### config.mk
export PLATFORM = sky130hd
export DESIGN_NAME = rxring_dma
export DESIGN_NICKNAME = d
export VERILOG_FILES = /design/src/rtl/rxring_pkg.sv /design/src/rtl/rxring_desc_table.sv /design/src/rtl/rxring_pack.sv /design/src/rtl/rxring_ctrl.sv /design/src/rtl/rxring_dma.sv
export SDC_FILE = /design/constraint.sdc
export NUM_CORES = 2
export LEC_CHECK = 0
export BUFFER_PORTS_ARGS = -buffer_cell sky130_fd_sc_hd__buf_4
export CAP_MARGIN = 15
export CORE_MARGIN = 3
export CORE_UTILIZATION = 40
export CTS_CLUSTER_DIAMETER = 80
export DETAILED_ROUTE_END_ITERATION = 6
export PLACE_DENSITY_LB_ADDON = 0.2
export SYNTH_ARGS = -nofsm -noshare
export SYNTH_HDL_FRONTEND = slang
export SYNTH_SLANG_ARGS = --single-unit
### constraint.sdc
create_clock -name clk -period 3.85 [get_ports clk]
set_input_delay 0.385 -clock clk [delete_from_list [all_inputs] [get_ports clk]]
set_output_delay 0.385 -clock clk [all_outputs]
set_load 0.01 [all_outputs]
### src/rtl/rxring_pkg.sv
`timescale 1ns/1ps
package rxring_pkg;
    localparam int BYTE_W = 8;
    localparam int LANES  = 2;
    localparam int BEAT_W = BYTE_W * LANES;

    typedef enum logic [1:0] {
        ST_IDLE  = 2'd0,
        ST_FETCH = 2'd1,
        ST_RUN   = 2'd2,
        ST_HALT  = 2'd3
    } eng_state_e;
endpackage

### src/rtl/rxring_desc_table.sv
`timescale 1ns/1ps
module rxring_desc_table #(
    parameter int NDESC  = 48,
    parameter int ADDR_W = 16,
    localparam int IDX_W = (NDESC > 1) ? $clog2(NDESC) : 1
) (
    input  logic              clk,
    input  logic              rst_n,
    input  logic              wr_en,
    input  logic [IDX_W-1:0]  wr_idx,
    input  logic [ADDR_W-1:0] wr_base,
    input  logic [ADDR_W-1:0] wr_after,
    input  logic [IDX_W-1:0]  wr_next,
    input  logic              wr_eol,
    input  logic              wr_intr,
    input  logic [IDX_W-1:0]  rd_idx,
    output logic [ADDR_W-1:0] rd_base,
    output logic [ADDR_W-1:0] rd_after,
    output logic [IDX_W-1:0]  rd_next,
    output logic              rd_eol,
    output logic              rd_intr
);
    typedef struct packed {
        logic [ADDR_W-1:0] base;
        logic [ADDR_W-1:0] after;
        logic [IDX_W-1:0]  nxt;
        logic              eol;
        logic              ien;
    } ent_t;

    ent_t tbl_d [NDESC];
    ent_t tbl_q [NDESC];
    ent_t rd_ent;

    always_comb begin
        tbl_d = tbl_q;
        if (wr_en && (int'(wr_idx) < NDESC)) begin
            tbl_d[wr_idx] = '{base: wr_base, after: wr_after, nxt: wr_next,
                              eol: wr_eol, ien: wr_intr};
        end
    end

    always_ff @(posedge clk) begin
        if (!rst_n) begin
            for (int i = 0; i < NDESC; i++) tbl_q[i] <= '0;
        end else begin
            tbl_q <= tbl_d;
        end
    end

    // Out-of-range indices read as an all-zero entry.
    always_comb begin
        rd_ent = '0;
        if (int'(rd_idx) < NDESC) rd_ent = tbl_q[rd_idx];
    end

    assign rd_base  = rd_ent.base;
    assign rd_after = rd_ent.after;
    assign rd_next  = rd_ent.nxt;
    assign rd_eol   = rd_ent.eol;
    assign rd_intr  = rd_ent.ien;
endmodule

### src/rtl/rxring_pack.sv
`timescale 1ns/1ps
module rxring_pack
    import rxring_pkg::*;
(
    input  logic              clk,
    input  logic              rst_n,
    input  logic              clr,
    input  logic              take,
    input  logic              wide,
    input  logic [BYTE_W-1:0] din,
    output logic              beat,
    output logic [BEAT_W-1:0] beat_data,
    output logic [LANES-1:0]  beat_be,
    output logic [1:0]        step
);
    typedef struct packed {
        logic              half;
        logic [BYTE_W-1:0] lo;
    } pk_t;

    pk_t pk_d, pk_q;

    always_comb begin
        pk_d = pk_q;
        if (clr) begin
            pk_d.half = 1'b0;
        end else if (take && wide) begin
            if (!pk_q.half) pk_d.lo = din;
            pk_d.half = ~pk_q.half;
        end
    end

    always_ff @(posedge clk) begin
        if (!rst_n) pk_q <= '0;
        else        pk_q <= pk_d;
    end

    // A beat is complete on every byte in byte mode, on every second byte in word mode.
    assign beat      = take && (!wide || pk_q.half);
    assign beat_data = wide ? {din, pk_q.lo} : {{BYTE_W{1'b0}}, din};
    assign beat_be   = wide ? {LANES{1'b1}} : {{(LANES-1){1'b0}}, 1'b1};
    assign step      = wide ? 2'd2 : 2'd1;
endmodule

### src/rtl/rxring_ctrl.sv
`timescale 1ns/1ps
module rxring_ctrl
    import rxring_pkg::*;
#(
    parameter int NDESC  = 48,
    parameter int ADDR_W = 16,
    localparam int IDX_W = (NDESC > 1) ? $clog2(NDESC) : 1
) (
    input  logic              clk,
    input  logic              rst_n,
    input  logic              in_valid,
    output logic              in_ready,
    input  logic              cmd_start,
    input  logic [IDX_W-1:0]  start_idx,
    input  logic              cfg_wide,
    input  logic              cmd_cont,
    input  logic              irq_ack,
    output logic [IDX_W-1:0]  rd_idx,
    input  logic [ADDR_W-1:0] rd_base,
    input  logic [ADDR_W-1:0] rd_after,
    input  logic [IDX_W-1:0]  rd_next,
    input  logic              rd_eol,
    input  logic              rd_intr,
    output logic              take,
    output logic              pk_clr,
    output logic              pk_wide,
    input  logic              pk_beat,
    input  logic [BEAT_W-1:0] pk_data,
    input  logic [LANES-1:0]  pk_be,
    input  logic [1:0]        pk_step,
    output logic              irq,
    output logic              halted,
    output logic [IDX_W-1:0]  cur_desc,
    output logic              mem_we,
    output logic [ADDR_W-1:0] mem_addr,
    output logic [BEAT_W-1:0] mem_wdata,
    output logic [LANES-1:0]  mem_be
);
    typedef struct packed {
        eng_state_e        st;
        logic [IDX_W-1:0]  cur;
        logic [ADDR_W-1:0] wp;
        logic [ADDR_W-1:0] lim;
        logic [IDX_W-1:0]  nxt;
        logic              ien;
        logic              wide;
        logic              irq;
        logic              we;
        logic [ADDR_W-1:0] addr;
        logic [BEAT_W-1:0] data;
        logic [LANES-1:0]  be;
    } ctx_t;

    ctx_t              ctx_d, ctx_q;
    logic              done;
    logic [ADDR_W-1:0] wp_nx;

    assign in_ready = (ctx_q.st == ST_RUN);
    assign take     = in_valid && in_ready;
    assign pk_clr   = cmd_start;
    assign pk_wide  = ctx_q.wide;
    assign rd_idx   = ctx_q.cur;
    assign wp_nx    = ctx_q.wp + ADDR_W'(pk_step);

    always_comb begin
        ctx_d    = ctx_q;
        ctx_d.we = 1'b0;
        done     = 1'b0;
        case (ctx_q.st)
            ST_FETCH: begin
                // A marked descriptor is never filled: stop before touching it.
                if (rd_eol) begin
                    ctx_d.st = ST_HALT;
                end else begin
                    ctx_d.wp  = rd_base;
                    ctx_d.lim = rd_after;
                    ctx_d.nxt = rd_next;
                    ctx_d.ien = rd_intr;
                    ctx_d.st  = ST_RUN;
                end
            end
            ST_RUN: begin
                if (take && pk_beat) begin
                    ctx_d.we   = 1'b1;
                    ctx_d.addr = ctx_q.wp;
                    ctx_d.data = pk_data;
                    ctx_d.be   = pk_be;
                    ctx_d.wp   = wp_nx;
                    if (wp_nx == ctx_q.lim) begin
                        done      = 1'b1;
                        ctx_d.cur = ctx_q.nxt;
                        ctx_d.st  = ST_FETCH;
                    end
                end
            end
            ST_HALT: begin
                if (cmd_cont) ctx_d.st = ST_FETCH;
            end
            default: ;
        endcase
        if (cmd_start) begin
            ctx_d.st   = ST_FETCH;
            ctx_d.cur  = start_idx;
            ctx_d.wide = cfg_wide;
        end
        // A completion in the acknowledge cycle wins over the clear.
        ctx_d.irq = (ctx_q.irq & ~irq_ack) | (done & ctx_q.ien);
    end

    always_ff @(posedge clk) begin
        if (!rst_n) ctx_q <= '0;
        else        ctx_q <= ctx_d;
    end

    assign irq       = ctx_q.irq;
    assign halted    = (ctx_q.st == ST_HALT);
    assign cur_desc  = ctx_q.cur;
    assign mem_we    = ctx_q.we;
    assign mem_addr  = ctx_q.addr;
    assign mem_wdata = ctx_q.data;
    assign mem_be    = ctx_q.be;

    // every write is the result of a byte accepted on the previous edge
    p_write_after_accept_r3: assert property (@(posedge clk) disable iff (!rst_n)
        mem_we |-> $past(in_valid && in_ready));

    // the cursor moves only with a chunk's final write or a start command
    p_cursor_move_r5: assert property (@(posedge clk) disable iff (!rst_n)
        !$stable(cur_desc) |-> (mem_we || $past(cmd_start)));

    // the interrupt rises only together with a chunk's final write
    p_irq_rise_r6: assert property (@(posedge clk) disable iff (!rst_n)
        $rose(irq) |-> mem_we);

    // without an acknowledge the interrupt stays set
    p_irq_hold_r7: assert property (@(posedge clk) disable iff (!rst_n)
        ($past(irq) && !$past(irq_ack)) |-> irq);

    // halting is caused by reading a marked descriptor
    p_halt_on_eol_r8: assert property (@(posedge clk) disable iff (!rst_n)
        $rose(halted) |-> $past(rd_eol));

    // nothing is written while halted
    p_no_write_halted_r8: assert property (@(posedge clk) disable iff (!rst_n)
        halted |-> !mem_we);
endmodule

### src/rtl/rxring_dma.sv
`timescale 1ns/1ps
module rxring_dma
    import rxring_pkg::*;
#(
    parameter int NDESC  = 48,
    parameter int ADDR_W = 16,
    localparam int IDX_W = (NDESC > 1) ? $clog2(NDESC) : 1
) (
    input  logic              clk,
    input  logic              rst_n,
    input  logic [BYTE_W-1:0] in_data,
    input  logic              in_valid,
    output logic              in_ready,
    input  logic              cfg_wide,
    input  logic              cmd_start,
    input  logic [IDX_W-1:0]  start_idx,
    input  logic              cmd_cont,
    input  logic              dw_en,
    input  logic [IDX_W-1:0]  dw_idx,
    input  logic [ADDR_W-1:0] dw_base,
    input  logic [ADDR_W-1:0] dw_after,
    input  logic [IDX_W-1:0]  dw_next,
    input  logic              dw_eol,
    input  logic              dw_intr,
    input  logic              irq_ack,
    output logic              irq,
    output logic              halted,
    output logic [IDX_W-1:0]  cur_desc,
    output logic              mem_we,
    output logic [ADDR_W-1:0] mem_addr,
    output logic [BEAT_W-1:0] mem_wdata,
    output logic [LANES-1:0]  mem_be
);
    logic [IDX_W-1:0]  rd_idx;
    logic [ADDR_W-1:0] rd_base, rd_after;
    logic [IDX_W-1:0]  rd_next;
    logic              rd_eol, rd_intr;
    logic              take, pk_clr, pk_wide, pk_beat;
    logic [BEAT_W-1:0] pk_data;
    logic [LANES-1:0]  pk_be;
    logic [1:0]        pk_step;

    rxring_desc_table #(.NDESC(NDESC), .ADDR_W(ADDR_W)) u_table (
        .clk(clk), .rst_n(rst_n),
        .wr_en(dw_en), .wr_idx(dw_idx), .wr_base(dw_base), .wr_after(dw_after),
        .wr_next(dw_next), .wr_eol(dw_eol), .wr_intr(dw_intr),
        .rd_idx(rd_idx), .rd_base(rd_base), .rd_after(rd_after),
        .rd_next(rd_next), .rd_eol(rd_eol), .rd_intr(rd_intr)
    );

    rxring_pack u_pack (
        .clk(clk), .rst_n(rst_n), .clr(pk_clr), .take(take), .wide(pk_wide),
        .din(in_data), .beat(pk_beat), .beat_data(pk_data), .beat_be(pk_be),
        .step(pk_step)
    );

    rxring_ctrl #(.NDESC(NDESC), .ADDR_W(ADDR_W)) u_ctrl (
        .clk(clk), .rst_n(rst_n), .in_valid(in_valid), .in_ready(in_ready),
        .cmd_start(cmd_start), .start_idx(start_idx), .cfg_wide(cfg_wide),
        .cmd_cont(cmd_cont), .irq_ack(irq_ack),
        .rd_idx(rd_idx), .rd_base(rd_base), .rd_after(rd_after),
        .rd_next(rd_next), .rd_eol(rd_eol), .rd_intr(rd_intr),
        .take(take), .pk_clr(pk_clr), .pk_wide(pk_wide), .pk_beat(pk_beat),
        .pk_data(pk_data), .pk_be(pk_be), .pk_step(pk_step),
        .irq(irq), .halted(halted), .cur_desc(cur_desc),
        .mem_we(mem_we), .mem_addr(mem_addr), .mem_wdata(mem_wdata), .mem_be(mem_be)
    );
endmodule

# Word level (Yosys, flattened, before mapping)
# Index checks and enable logic that the tools add are counted.
[word_totals] ff_bits=2013 inputBits=68 out_inout_bits=44 wordCells=328
[op_classes] add_sub_neg=1 magnitude_cmp=5 eq_ne=11 mux=23 bitwise=10 n_reduce_logical=23
[op_table] op="bitwise mux 1920 bit" n=1
[op_table] op="binary-select mux 40 bit (select 6 bit)" n=1
[op_table] op="demux 40 bit (select 6 bit)" n=1
[op_table] op="two-way mux 40 bit" n=4
[op_table] op="two-way mux 39 bit" n=1
[op_table] op="two-way mux 35 bit" n=1
[op_table] op="case mux 16 bit (2 select lines)" n=1
[op_table] op="two-way mux 24 bit" n=1
[op_table] op="adder 16 x 2 -> 16 bit" n=1
[op_table] op="== test 16 bit" n=1
[op_table] op="two-way mux 16 bit" n=1
[op_table] op=">= comparator 7 bit (second input constant)" n=2
[op_table] op="inverter 6 -> 7 bit" n=2
[op_table] op="< comparator 6 bit (second input constant)" n=2
[op_table] op="inequality test 3 bit (second input constant)" n=3
[op_table] op="AND reduction 3 bit" n=3
[op_table] op="two-way mux 8 bit" n=1
[op_table] op="inequality test 2 bit (second input constant)" n=4
[op_table] op="AND reduction 4 bit" n=2
[op_table] op="nonzero test 2 bit" n=4
[op_table] op="< comparator 7 x 1 -> 1 bit (second input constant)" n=1
[op_table] op="two-way mux 7 bit" n=1
[op_table] op="logical AND 1 bit" n=6
[op_table] op="two-way mux 2 bit" n=3
[op_table] op="other kinds (14)" n=25

# Longest topological paths before layout
[depth] ltp_word=8 ltp_mapped=13

# Cells and area by module
# Synthesis repeated with hierarchy kept, for this count alone.
[hier_totals] hier_cells=10642 hier_area_um2=92308.5
[modules_own_cells] mod="rxring_desc_table" n_inst=1 cells_per_inst=10004 area_per_inst_um2=87103.5 seq_area_each_um2=38436.9
[modules_own_cells] mod="rxring_ctrl" n_inst=1 cells_per_inst=573 area_per_inst_um2=4623.2 seq_area_each_um2=1681.6
[modules_own_cells] mod="rxring_pack" n_inst=1 cells_per_inst=65 area_per_inst_um2=581.8 seq_area_each_um2=180.2

# Worst setup path before layout
# No wires, ideal clock.
[synth_path] kind="register -> register" start="reg u_ctrl.ctx_q, in the netlist u_ctrl.pk_wide" end="reg u_ctrl.ctx_q, in the netlist u_ctrl.cur_desc[3]" setup_ns=0.122 arrival_ns=3.225 slack_ns=0.504 stages_incl_launch_ff=13 path_buffers=2 synth_period_minus_slack_ns=3.346 path_cell_list="dfxtp_1 > buf_1 > inv_1 > ha_1 > fa_1 > xor2_1 > a211oi_1 > o211ai_1 > a2111oi_2 > nand4b_2 > buf_6 > o21a_1 > o311a_1"
[synth_between] elab_chain_cells=6 word_cells_on_any_way=10 cone_classes="1 x add/sub; 1 x eq/ne; 1 x mux; 7 x reduce/logical"
[synth_rtl] item="start: declaration" line="rxring_ctrl.sv:54" rtl="ctx_t ctx_d, ctx_q;"
[synth_rtl] item="start signal: assignment" line="rxring_ctrl.sv:112" rtl="else ctx_q <= ctx_d;"
[synth_rtl] item="branches (longest 5 deep; another with adder 16 x 2 -> 16 bit)"
[synth_rtl] item="AND reduction 3 bit (no line) *"
# Every way passes the cells marked *.
# A chain may end at the register's enable or synchronous reset.

# Final worst setup path
[layout_path] start="reg u_ctrl.ctx_q[60] in the netlist's numbering" end="reg u_ctrl.ctx_q[83] in the netlist's numbering"
[layout_between] elab_chain_cells=4
[layout_rtl] item="adder 16 x 2 -> 16 bit" line="rxring_ctrl.sv:63" rtl="assign wp_nx = ctx_q.wp + ADDR_W'(pk_step);"
[layout_rtl] item="== test 16 bit" line="rxring_ctrl.sv:89" rtl="if (wp_nx == ctx_q.lim) begin"
[layout_rtl] item="inequality test 2 bit (no line)"
[layout_rtl] item="AND reduction 4 bit (no line)"
# Every way passes these cells.

==> Flow_metrics.wiki <==
{| class="wikitable"
! Metric !! Value
|-
| # Max-Cap Violations || 0
|-
| Worst setup slack for register-to-register paths || ~240 ps
|-
| Post-route fraction of the period consumed by the critical path || 0.937
|-
| Cell at the root of the clock tree || sky130_fd_sc_hd__clkbuf_16
|-
| Reg2Reg Capture Point || u_ctrl.ctx_q[83]
|-
| Share of cells above drive strength 1 || 0.142
|-
| Clock transition at the register clock pins on the worst setup and hold paths after CTS || approximately 60 ps
|-
| Largest net degree at the start of global routing || between 100 and 150
|-
| Average wire per cell in the routed design || ~27 um
|-
| Hold Path Cell Cnt || 3
|-
| Final setup violation count || 0
|-
| Nets in the synthesized netlist || around 10000
|-
| Number of global-route vias before repair || just over 70000
|-
| Clock buffer depth || 3
|-
| Mapped Avg Cell Area || around 8.5 um^2
|-
| H-tree level count || 4
|-
| Shortest clock period the worst path allows after layout || roughly 3600 ps
|-
| List of cells traversed by the critical path || ha_1, fa_1, nand3_4, or4_1, nor2_2, a21oi_1, o2111ai_2, nor2_1, nor4_1, dlygate4sd3_1
|-
| Crit path DAT || roughly 4400 ps
|-
| Endpoint type of the worst setup path || flop
|-
| Global-route wire length before repair || ~500000 um
|-
| Worst reg2reg startpoint || u_ctrl.ctx_q[60]
|-
| Initial antenna violation count || 18
|-
| Slowest CP cell || sky130_fd_sc_hd__or4_1
|-
| Resized Gates After CTS || 0
|-
| Post-synth cell types || between 70 and 80
|-
| Worst rel slew slack || 0.293
|-
| Total of warnings raised by yosys || 0
|-
| Count of endpoints failing hold in the final timing report || 0
|-
| Number of buffers added on ports || 111
|-
| Worst IR drop on VDD || between 400 and 500 uV
|-
| TritonCTS clock tree || yes
|-
| Cell depth of the worst flop-to-flop path || 10
|-
| Fraction of registers with async set or reset after synthesis || 0
|-
| Avg Vias per Cell || just under 6
|-
| Critical path fanouts, max || 14
|-
| # fillers || between 20000 and 25000
|-
| Overall routed net length || between 300000 and 400000 um
|-
| Die area || 0.221 mm^2
|-
| Global route total overflow || 0
|-
| Total negative slack for setup checks || 0 ps
|-
| Sink count of the clock tree || 2013
|-
| RSZ-0062 raised after global routing || false
|-
| Startpoint type of the worst setup path || flop
|-
| Fraction of the yosys area taken by sequential cells || 0.468
|-
| Die Y-Extent || about 470 um
|-
| Outcome || finished clean
|-
| Leakage power figure || just over 0.03 uW
|-
| Startpoint of the tightest hold check path || dw_after[1]
|-
| Placeable core region || around 0.21 mm^2
|-
| Final net count || just under 10000
|-
| Power Dens Cells || 457 mW/mm^2
|-
| Count of pins on the block boundary || 112
|-
| Actual slew at the worst max-slew pin || approximately 1100 ps
|-
| Class of the tightest hold or removal check || primary input to flop
|-
| Class of the most critical setup path || flop to flop
|-
| Via count || between 70000 and 80000
|-
| Number of remaining DRC errors || 0
|-
| Count of flip-flops with a built-in enable after synthesis || 0
|-
| Flip-flop and latch count after synthesis || approximately 2000
|-
| Clock latency of the later-clocked register in the worst-skew pair || ~880 ps
|-
| Gp weighted congestion || ~0.93
|-
| GRT Total Usage || 0.302
|-
| Count of final max-slew check failures || 0
|-
| Post-DRT Antenna Nets || 0
|-
| Critical Path RT || roughly 4700 ps
|-
| Inserted Clock Buffers || 213
|-
| Setup Skew || between 40 and 50 ps
|-
| Count of routing violations after the opening detailed-route iteration || about 10000
|-
| Synthesis-to-finish area growth || 12.4%
|-
| Detailed Routing Iterations Pass 1 || 7
|-
| Gate count after technology mapping || 10136
|-
| X dimension of the die || 470 um
|-
| Final core occ || 0.454
|-
| Max Fclk || roughly 280 MHz
|-
| Dominant synthesized flop cell || sky130_fd_sc_hd__dfxtp_1
|-
| Summed instance area of the synthesized netlist || 0.0861 mm^2
|-
| Worst min-delay path endpoint || u_table.tbl_q[769]
|-
| Initial Util || 0.404
|-
| Standard-cell row count || approximately 170
|-
| Slowest Stage Delay on Critical Path || approximately 700 ps
|-
| Post-DP HPWL || 194000 um
|}
[report_power, final]
group | switching (uW) | internal, uW
combinational | 1820 | 760
clock | 8960 | 11600
sequential | 150 | 20900
[worst max-delay path: cells and delay by family (launching register included)]
family / cells / cell delay [ps]
AND/OR/NAND/NOR: 5 / 1340
AO/OA/AOI/OAI: 2 / 640
adder cells (fa/ha/maj): 2 / 590
buffers and inverters: 1 / 590
flip-flops: 1 / 390
[layout make-up]
| cell class | instances | area [um^2] | area share |
|---|---|---|---|
| Clock buffer | 319 | 6280 | 0.0649 |
| Tap cell | 2821 | 3530 | 0.0365 |
| Clock inverter | 68 | 653 | 0.00675 |
| Multi-Input combinational cell | 7061 | 41900 | 0.433 |
| Inverter | 17 | 71.3 | 0.000737 |
| Antenna cell | 18 | 45.0 | 0.000465 |
| Timing Repair Buffer | 394 | 3990 | 0.0412 |
| Sequential cell | 2013 | 40300 | 0.417 |
[synth_stat cells (11+ instances only)]
cell type	n	share of area
sky130_fd_sc_hd__nand2_1	3970	0.17
sky130_fd_sc_hd__dfxtp_1	2013	0.47
sky130_fd_sc_hd__a21oi_1	1993	0.12
sky130_fd_sc_hd__clkbuf_1	862	0.038
sky130_fd_sc_hd__mux4_2	575	0.15
sky130_fd_sc_hd__nor2_1	129	0.0056
sky130_fd_sc_hd__buf_2	91	0.0053
sky130_fd_sc_hd__mux2i_1	68	0.0079
sky130_fd_sc_hd__buf_4	65	0.0057
sky130_fd_sc_hd__a22oi_1	35	0.0031
sky130_fd_sc_hd__a211oi_1	25	0.0022
sky130_fd_sc_hd__nor3_1	22	0.0013
sky130_fd_sc_hd__nand2b_1	20	0.0015
sky130_fd_sc_hd__o21ai_0	20	0.0012
sky130_fd_sc_hd__nand3_1	19	0.0011
sky130_fd_sc_hd__buf_1	16	0.00070
sky130_fd_sc_hd__o22ai_1	16	0.0012
sky130_fd_sc_hd__inv_1	15	0.00065
sky130_fd_sc_hd__xnor2_1	12	0.0012
sky130_fd_sc_hd__buf_6	11	0.0014
[cells by family after synthesis]
| family | synth area share |
|---|---|
| AO/OA/AOI/OAI | 0.131 |
| XOR/XNOR | 0.00193 |
| adder cells (fa/ha/maj) | 0.000523 |
| buffers and inverters | 0.0514 |
| flip-flops | 0.468 |
| multiplexers | 0.159 |
| AND/OR/NAND/NOR | 0.189 |
[per-stage QoR]
step	setup WS (ps)	instances	power (uW)	cell area, um^2	hold slack [ps]
2_1_floorplan	504	10136	23100	86100	433
3_3_place_gp	553	12275	24000	89500	438
3_5_place_dp	528	12275	24000	89500	443
4_1_cts	361	12693	44300	96700	7.81
5_1_grt	4.85	12704	45400	96800	39.0
6_report	242	12711	44200	96800	49.7
[registers in the layout (all words and copies together), names as in the netlist]
signal / count
u_table.tbl_q: 1920
u_ctrl.ctx_q: 41
u_ctrl.mem_addr: 16
u_ctrl.mem_wdata: 16
u_pack.pk_q: 9
u_ctrl.cur_desc: 6
u_ctrl.mem_be: 2
u_ctrl.irq: 1
u_ctrl.mem_we: 1
u_ctrl.pk_wide: 1
[what timing repair did]
item,4_1_cts,5_1_grt
hold buffers,31,0
hold endpoints to repair,112,0
setup buffers,0,0
[routing by layer]
layer	GRT usage	wire, um
met2	0.468	155000
met1	0.412	140000
met5	0	35
met4	0.134	16500
met3	0.0563	34900
[how the worst max path moves through the flow]
stage                  startpoint                 end  slack, ps  cells past startpoint
5_1_grt            u_ctrl.pk_wide    u_ctrl.ctx_q[83]          5                     10
2_1_floorplan      u_ctrl.pk_wide  u_ctrl.cur_desc[3]        500                     12
3_3_place_gp   u_ctrl.cur_desc[0]    u_ctrl.ctx_q[56]        550                      8
4_1_cts            u_ctrl.pk_wide    u_ctrl.ctx_q[83]        360                     10
6_report         u_ctrl.ctx_q[60]    u_ctrl.ctx_q[83]        240                     10
3_5_place_dp   u_ctrl.cur_desc[0]    u_ctrl.ctx_q[56]        530                      8
[cells in the final DEF, fill, tap and decap left out, types with 22 or more instances in the layout]
cell type	instances
sky130_fd_sc_hd__nand2_1	3924
sky130_fd_sc_hd__dfxtp_1	2007
sky130_fd_sc_hd__a21oi_1	1993
sky130_fd_sc_hd__mux4_2	575
sky130_fd_sc_hd__buf_4	287
sky130_fd_sc_hd__clkbuf_16	217
sky130_fd_sc_hd__nor2_1	82
sky130_fd_sc_hd__buf_12	76
sky130_fd_sc_hd__mux2i_1	68
sky130_fd_sc_hd__clkbuf_1	55
sky130_fd_sc_hd__clkbuf_8	47
sky130_fd_sc_hd__nor2_4	46
sky130_fd_sc_hd__nand2_2	46
sky130_fd_sc_hd__clkinv_2	38
sky130_fd_sc_hd__a22oi_1	35
sky130_fd_sc_hd__dlygate4sd3_1	31
sky130_fd_sc_hd__a211oi_1	25
sky130_fd_sc_hd__nor3_1	22
Power figures use the tool's default switching activity.
